**src/rtl/dmactl_pkg.sv**
```systemverilog
package dmactl_pkg;

   typedef enum logic [2:0] {
      IX_CMD   = 3'd0,
      IX_REQ   = 3'd1,
      IX_SMASK = 3'd2,
      IX_MODE  = 3'd3,
      IX_PCLR  = 3'd4,
      IX_MRST  = 3'd5,
      IX_MCLR  = 3'd6,
      IX_MLOAD = 3'd7
   } ctl_idx_e;

   typedef struct packed {
      logic cmd;
      logic req;
      logic smask;
      logic mode;
      logic pclr;
      logic mrst;
      logic mclr;
      logic mload;
   } wr_evt_t;

   typedef struct packed {
      logic status;
      logic mask;
   } rd_evt_t;

endpackage

```
**src/rtl/dmactl_decode.sv**
```systemverilog
module dmactl_decode
   import dmactl_pkg::*;
(
   input  logic       wr_en,
   input  logic       rd_en,
   input  logic [2:0] idx,
   output wr_evt_t    wev,
   output rd_evt_t    rev
);

   always_comb begin
      wev = '0;
      if (wr_en) begin
         case (ctl_idx_e'(idx))
            IX_CMD:   wev.cmd   = 1'b1;
            IX_REQ:   wev.req   = 1'b1;
            IX_SMASK: wev.smask = 1'b1;
            IX_MODE:  wev.mode  = 1'b1;
            IX_PCLR:  wev.pclr  = 1'b1;
            IX_MRST:  wev.mrst  = 1'b1;
            IX_MCLR:  wev.mclr  = 1'b1;
            default:  wev.mload = 1'b1;
         endcase
      end
   end

   always_comb begin
      rev.status = rd_en && (ctl_idx_e'(idx) == IX_CMD);
      rev.mask   = rd_en && (ctl_idx_e'(idx) == IX_MLOAD);
   end

endmodule

```
**src/rtl/dmactl_status.sv**
```systemverilog
module dmactl_status #(
   parameter int NUM_CH = 4,
   parameter int DATA_W = 8,
   localparam int CH_W  = $clog2(NUM_CH)
) (
   input  logic              clk,
   input  logic              rst_n,
   input  logic              req_wr,
   input  logic              mrst,
   input  logic              rd_clr,
   input  logic [CH_W-1:0]   sel,
   input  logic              req_val,
   input  logic [NUM_CH-1:0] hold_req,
   input  logic [NUM_CH-1:0] rel_req,
   input  logic [NUM_CH-1:0] tc_in,
   output logic [DATA_W-1:0] status
);

   logic [NUM_CH-1:0] tc_flag;
   logic [NUM_CH-1:0] rq_flag;

   for (genvar c = 0; c < NUM_CH; c++) begin : g_ch
      logic hit;
      assign hit = req_wr && (sel == CH_W'(c));

      always_ff @(posedge clk or negedge rst_n) begin
         if (!rst_n)           rq_flag[c] <= 1'b0;
         else if (mrst)        rq_flag[c] <= 1'b0;
         else if (rel_req[c])  rq_flag[c] <= 1'b0;
         else if (hold_req[c]) rq_flag[c] <= 1'b1;
         else if (hit)         rq_flag[c] <= req_val;
      end

      always_ff @(posedge clk or negedge rst_n) begin
         if (!rst_n)          tc_flag[c] <= 1'b0;
         else if (mrst)       tc_flag[c] <= 1'b0;
         else if (tc_in[c])   tc_flag[c] <= 1'b1;
         else if (hit)        tc_flag[c] <= 1'b0;
         else if (rd_clr)     tc_flag[c] <= 1'b0;
      end

      // terminal count always lands unless a master reset collides
      a_r11_tc_sets : assert property (@(posedge clk) disable iff (!rst_n)
         (tc_in[c] && !mrst) |=> status[c]);

      // release dominates hold and software request
      a_r10_release_wins : assert property (@(posedge clk) disable iff (!rst_n)
         (rel_req[c] && !mrst) |=> !status[c+NUM_CH]);

      // master reset dominates the external inputs
      a_r12_mrst_clears : assert property (@(posedge clk) disable iff (!rst_n)
         mrst |=> (!status[c] && !status[c+NUM_CH]));
   end

   if (DATA_W > 2*NUM_CH) begin : g_pad
      assign status = {{(DATA_W-2*NUM_CH){1'b0}}, rq_flag, tc_flag};
   end else begin : g_nopad
      assign status = {rq_flag, tc_flag};
   end

endmodule

```
**src/rtl/dmactl_mask.sv**
```systemverilog
module dmactl_mask #(
   parameter int NUM_CH = 4,
   parameter int DATA_W = 8,
   localparam int CH_W  = $clog2(NUM_CH)
) (
   input  logic              clk,
   input  logic              rst_n,
   input  logic              smask,
   input  logic              mrst,
   input  logic              mclr,
   input  logic              mload,
   input  logic [DATA_W-1:0] data,
   output logic [DATA_W-1:0] mask
);

   logic [CH_W-1:0] bit_sel;
   logic            bit_val;
   assign bit_sel = data[CH_W-1:0];
   assign bit_val = data[CH_W];

   always_ff @(posedge clk or negedge rst_n) begin
      if (!rst_n)      mask <= '1;
      else if (mrst)   mask <= '1;
      else if (mclr)   mask <= '0;
      else if (mload)  mask <= data;
      else if (smask)  mask[bit_sel] <= bit_val;
   end

   a_r7_mask_all_ones : assert property (@(posedge clk) disable iff (!rst_n)
      mrst |=> (mask == {DATA_W{1'b1}}));

   a_r8_mask_cleared : assert property (@(posedge clk) disable iff (!rst_n)
      mclr |=> (mask == '0));

   a_r4_mask_hold : assert property (@(posedge clk) disable iff (!rst_n)
      !(smask || mrst || mclr || mload) |=> $stable(mask));

endmodule

```
**src/rtl/dmactl_mode_bank.sv**
```systemverilog
module dmactl_mode_bank #(
   parameter int NUM_CH = 4,
   parameter int DATA_W = 8,
   localparam int CH_W  = $clog2(NUM_CH)
) (
   input  logic                     clk,
   input  logic                     rst_n,
   input  logic                     mode_wr,
   input  logic [DATA_W-1:0]        data,
   output logic [NUM_CH*DATA_W-1:0] mode_flat
);

   for (genvar c = 0; c < NUM_CH; c++) begin : g_mode
      logic [DATA_W-1:0] mode_r;
      always_ff @(posedge clk or negedge rst_n) begin
         if (!rst_n)
            mode_r <= '0;
         else if (mode_wr && (data[CH_W-1:0] == CH_W'(c)))
            mode_r <= data;
      end
      assign mode_flat[c*DATA_W +: DATA_W] = mode_r;
   end

   a_r5_mode_kept : assert property (@(posedge clk) disable iff (!rst_n)
      !mode_wr |=> $stable(mode_flat));

endmodule

```
**src/rtl/dma_ctl_decoder.sv**
```systemverilog
module dma_ctl_decoder
   import dmactl_pkg::*;
#(
   parameter int          NUM_CH      = 4,
   parameter int          DATA_W      = 8,
   parameter logic [7:0]  CMD_OK_BITS = 8'h04,
   localparam int         CH_W        = $clog2(NUM_CH),
   localparam int         MODE_W      = NUM_CH * DATA_W
) (
   input  logic              clk,
   input  logic              rst_n,
   input  logic              wr_en,
   input  logic              rd_en,
   input  logic [2:0]        ctl_idx,
   input  logic [DATA_W-1:0] wr_data,
   output logic [DATA_W-1:0] rd_data,
   input  logic [NUM_CH-1:0] hold_req,
   input  logic [NUM_CH-1:0] rel_req,
   input  logic [NUM_CH-1:0] tc_in,
   output logic [DATA_W-1:0] cmd_q,
   output logic [DATA_W-1:0] status_q,
   output logic [DATA_W-1:0] mask_q,
   output logic [MODE_W-1:0] mode_q,
   output logic              ptr_clr,
   output logic              mreset_stb
);

   if (DATA_W < 2*NUM_CH) begin : g_bad_width
      $error("status of two bits per channel must fit the data byte");
   end
   if ((1 << CH_W) != NUM_CH) begin : g_bad_ch
      $error("channel count must be a power of two");
   end
   if (CH_W + 1 > DATA_W) begin : g_bad_sel
      $error("channel select plus set bit must fit the data byte");
   end

   wr_evt_t wev;
   rd_evt_t rev;

   dmactl_decode u_dec (
      .wr_en (wr_en),
      .rd_en (rd_en),
      .idx   (ctl_idx),
      .wev   (wev),
      .rev   (rev)
   );

   dmactl_status #(.NUM_CH(NUM_CH), .DATA_W(DATA_W)) u_status (
      .clk      (clk),
      .rst_n    (rst_n),
      .req_wr   (wev.req),
      .mrst     (wev.mrst),
      .rd_clr   (rev.status),
      .sel      (wr_data[CH_W-1:0]),
      .req_val  (wr_data[CH_W]),
      .hold_req (hold_req),
      .rel_req  (rel_req),
      .tc_in    (tc_in),
      .status   (status_q)
   );

   dmactl_mask #(.NUM_CH(NUM_CH), .DATA_W(DATA_W)) u_mask (
      .clk   (clk),
      .rst_n (rst_n),
      .smask (wev.smask),
      .mrst  (wev.mrst),
      .mclr  (wev.mclr),
      .mload (wev.mload),
      .data  (wr_data),
      .mask  (mask_q)
   );

   dmactl_mode_bank #(.NUM_CH(NUM_CH), .DATA_W(DATA_W)) u_modes (
      .clk       (clk),
      .rst_n     (rst_n),
      .mode_wr   (wev.mode),
      .data      (wr_data),
      .mode_flat (mode_q)
   );

   localparam logic [DATA_W-1:0] CMD_BAD = ~DATA_W'(CMD_OK_BITS);
   logic cmd_ok;
   assign cmd_ok = (wr_data & CMD_BAD) == '0;

   always_ff @(posedge clk or negedge rst_n) begin
      if (!rst_n)                  cmd_q <= '0;
      else if (wev.mrst)           cmd_q <= '0;
      else if (wev.cmd && cmd_ok)  cmd_q <= wr_data;
   end

   always_ff @(posedge clk or negedge rst_n) begin
      if (!rst_n) begin
         ptr_clr    <= 1'b0;
         mreset_stb <= 1'b0;
      end else begin
         ptr_clr    <= wev.pclr || wev.mrst;
         mreset_stb <= wev.mrst;
      end
   end

   always_comb begin
      if (rev.status)     rd_data = status_q;
      else if (rev.mask)  rd_data = mask_q;
      else                rd_data = '0;
   end

   // a command with a forbidden bit set leaves the register alone
   a_r2_cmd_reject : assert property (@(posedge clk) disable iff (!rst_n)
      (wr_en && ctl_idx == 3'd0 && (wr_data & CMD_BAD) != '0) |=> $stable(cmd_q));

   // pointer strobe only follows an index-4 or index-5 write
   a_r6_ptr_strobe : assert property (@(posedge clk) disable iff (!rst_n)
      (wr_en && (ctl_idx == 3'd4 || ctl_idx == 3'd5)) |=> ptr_clr);

   a_r6_ptr_single : assert property (@(posedge clk) disable iff (!rst_n)
      !(wr_en && (ctl_idx == 3'd4 || ctl_idx == 3'd5)) |=> !ptr_clr);

   // read clears the terminal-count nibble when nothing re-sets it
   a_r9_read_clears : assert property (@(posedge clk) disable iff (!rst_n)
      (rd_en && ctl_idx == 3'd0 && tc_in == '0) |=> (status_q[NUM_CH-1:0] == '0));

   // master reset leaves command and status at zero
   a_r7_mrst_cmd : assert property (@(posedge clk) disable iff (!rst_n)
      (wr_en && ctl_idx == 3'd5) |=> (cmd_q == '0 && status_q == '0 && mreset_stb));

endmodule

```
**config.mk**
```make
export PLATFORM = sky130hd
export DESIGN_NAME = dma_ctl_decoder
export DESIGN_NICKNAME = d
export VERILOG_FILES = /design/src/rtl/dmactl_pkg.sv /design/src/rtl/dmactl_decode.sv /design/src/rtl/dmactl_status.sv /design/src/rtl/dmactl_mask.sv /design/src/rtl/dmactl_mode_bank.sv /design/src/rtl/dma_ctl_decoder.sv
export SDC_FILE = /design/constraint.sdc
export NUM_CORES = 1
export LEC_CHECK = 0
export BUFFER_PORTS_ARGS = -buffer_cell sky130_fd_sc_hd__buf_4
export CAP_MARGIN = 20
export CORE_UTILIZATION = 45
export DETAILED_ROUTE_END_ITERATION = 12
export GPL_TIMING_DRIVEN = 0
export HOLD_SLACK_MARGIN = 0.02
export PLACE_DENSITY_LB_ADDON = 0.15
export RECOVER_POWER = 100
export SLEW_MARGIN = 10
export SYNTH_ARGS = -nofsm -noshare
export SYNTH_HDL_FRONTEND = slang
export SYNTH_HIERARCHICAL = 1
export SYNTH_SLANG_ARGS = --single-unit
```
**constraint.sdc**
```tcl
create_clock -name clk -period 2.2 [get_ports clk]
set_input_delay 0.33 -clock clk [delete_from_list [all_inputs] [get_ports clk]]
set_output_delay 0.33 -clock clk [all_outputs]
set_load 0.005 [all_outputs]
```
==> results_dict.tcl <==
set metrics [dict create \
    status "completed" \
    grt_pass1_vias 1915 \
    cts_buffers 9 \
    maxSlewHeadroom 0.06685 \
    p_leak_nw 1.658 \
    grt_pass1_wl_um 9549 \
    cts-root-buf "clkbuf_8" \
    wire_per_inst_um 15.68 \
    start_kind "input port" \
    cts-hold-fix-buffers 0 \
    syn-instance-count 200 \
    first_pass_iters 5 \
    core_area_um2 5540 \
    irDropWorstVdd_mv 0.4807 \
    hold_violations 0 \
    numPortBuffers 92 \
    clock-sinks 58 \
    cp_cell_sequence "clkbuf_1 > nor4b_1 > clkbuf_1 > a22o_1 > clkbuf_4" \
    drc 0 \
    cp.arrival_ns 1.67 \
    drive_above_1_share 0.4513 \
    syn2layout_area_growth_pct 36.23 \
    drt_wl_total_um 5960 \
    synth.avg_cell_area_um2 13.02 \
    crit_path_max_fanout 10 \
    hold_class "in2reg" \
    rows 27 \
    grt_use_total 0.2079 \
    cts.repair.resized 0 \
    drtIter0Drc 61 \
    drtAntennaViolNets 0 \
    clock.fmax_ghz 0.4997 \
    clk_path_buf_depth 2 \
    viasPerCell 5.313 \
    final_common_cell "clkbuf_4" \
    die_w_um 78.07 \
    final_area_um2 3547 \
    ys_ff_latch 58 \
    rsz0062_at_grt "no" \
    setup_viol 0 \
    clkTransAtPathRegs_ns 0.06 \
    skew_ns 0 \
    synth_warnings 6 \
    io-pin-count 93 \
    grt_max_degree 59 \
    syn_nets 227 \
    dpl.hpwl_um 4220 \
    crit_top_cell "clkbuf_1" \
    final_cell_mix "clkbuf_4, dfrtp_1, buf_4, mux2_2, nor2_1" \
    power_density_nw_per_um2 816.9 \
    htreeDepth 3 \
    clk_latency_ns 0.32 \
    nets 330 \
    diodes 0 \
    synth_top_flop_cell "dfrtp_1" \
    endpoint_kind "output port" \
    antenna_found_initial 0 \
    gr-total-overflow 0 \
    critPathSlowestCell "nor4b_1" \
    die-area_um2 6094 \
    place_congestion 0.7924 \
    critPathMaxStageDelay_ns 0.46 \
    num_vias 2019 \
    finalCritPeriodShare 0.9097 \
    die_height_um 78.07 \
    worstMarginPinSlew_ns 1.400 \
    synth-async-reset-ratio 1.000 \
    start_util 0.4700 \
    post_dp_cell_area_um2 3385 \
    cts_tree "done" \
    ys_types 46 \
    max_cap_violations 0 \
    synth-edff-count 0 \
    finalMaxSlewViolations 0 \
    tns_ns 0 \
    worstSetupPathType "in2out" \
    crit_required_ns 1.87 \
    syn-cell-area_um2 2604 \
    post_cts_buffers 0 \
    ys_seq_area_frac 0.5613 \
    post-route-min-period_ns 2.001 \
]
==> through the flow <==
| stage | power [mW] | hold slack, ns | instances | utilization | setup WS [ns] |
|---|---|---|---|---|---|
| 4_1_cts | 2.973 | 0.08327 | 380 | 0.6504 | 0.2336 |
| 3_5_place_dp | 1.897 | 0.4327 | 364 | 0.6109 | 0.2297 |
| 2_1_floorplan | 1.525 | 0.03441 | 200 | - | 0.6424 |
| 5_1_grt | 3.045 | 0.1614 | 380 | 0.6402 | 0.04406 |
| 3_3_place_gp | 1.882 | 0.4393 | 364 | 0.6109 | 0.2138 |
| 6_report | 2.898 | 0.1725 | 380 | 0.6402 | 0.1988 |
==> cell type report <==
class	instances	area, um^2
buffer	4	25.02
clock buffer	11	141.4
timing repair buffer	92	673.1
tap	72	90.09
clock inverter	5	77.57
multi-input combinational	135	1067
inverter	3	11.26
fill	452	1993
sequential	58	1461
==> power by group <==
part / internal (mW) / leakage, nW / switching, mW
registers: 1.23 / 0.718 / 0.0925
logic: 0.311 / 0.831 / 0.203
clock network: 0.665 / 0.109 / 0.400
total: 2.20 / 1.66 / 0.696
==> routing by layer <==
layer | wire length, um | vias to the layer above | global-route usage | part of all wire
met4 | 82 | 0 | 0.08889 | 0.014
met3 | 365 | 8 | 0.06047 | 0.061
li1 | - | 956 | - | -
met1 | 2696 | 983 | 0.2782 | 0.45
met2 | 2816 | 72 | 0.3158 | 0.47
met5 | 0 | - | 0 | 0
==> cells in the mapped netlist (3+ instances only) <==
master / instances / area share
and4b_2: 3 / 0.013
a22o_1: 6 / 0.020
a2111oi_0: 4 / 0.013
nand2b_1: 5 / 0.012
mux2_2: 24 / 0.10
nand3b_1: 4 / 0.012
nand2_1: 5 / 0.0072
a31oi_1: 6 / 0.014
a21oi_1: 4 / 0.0077
and2_1: 10 / 0.024
dfstp_2: 8 / 0.081
mux2i_1: 5 / 0.019
o21bai_1: 3 / 0.0086
nor3_1: 4 / 0.0077
dfrtp_1: 50 / 0.48
and4bb_2: 3 / 0.014
o21ai_0: 7 / 0.013
inv_1: 3 / 0.0043
nor2_1: 11 / 0.016
==> state kept, by name, indices dropped and copies added (netlist names) <==
name,count
u_status/status,8
ptr_clr,1
u_modes/g_mode.mode_r,32
mreset_stb,1
cmd_q,8
u_mask/mask,8
==> worst paths after layout <==
kind | startpoint | end | slack (ns) | cells after the start
max | ctl_idx[2] | rd_data[2] | 0.20 | 5
min | rel_req[2] | u_status/status[6] | 0.17 | 2
max reg2reg | u_mask/mask[3] | u_mask/mask[3] | 1.12 | 3
min reg2reg | u_modes/g_mode[3].mode_r[0] | u_modes/g_mode[3].mode_r[0] | 0.47 | 1
max in group asynchronous | rst_n | cmd_q[5] | 1.03 | 1
min in group asynchronous | rst_n | mreset_stb | 0.33 | 1
==> cells by family (layout without fill, tap and decap cells) <==
family / Yosys count / count (layout) / share of synthesized area
DFF: 58 / 58 / 0.5613
buffers and inverters: 7 / 115 / 0.01393
AOI/OAI and AO/OA: 39 / 39 / 0.1124
muxes: 29 / 29 / 0.1230
and+or+nand+nor: 67 / 67 / 0.1893
==> critical path, delay by kind of cell <==
family / cells / cell delay, ns
AND/OR/NAND/NOR: 1 / 0.46
buffers and inverters: 3 / 0.66
AO/OA/AOI/OAI: 1 / 0.21
(Power assumes the default switching activity.)
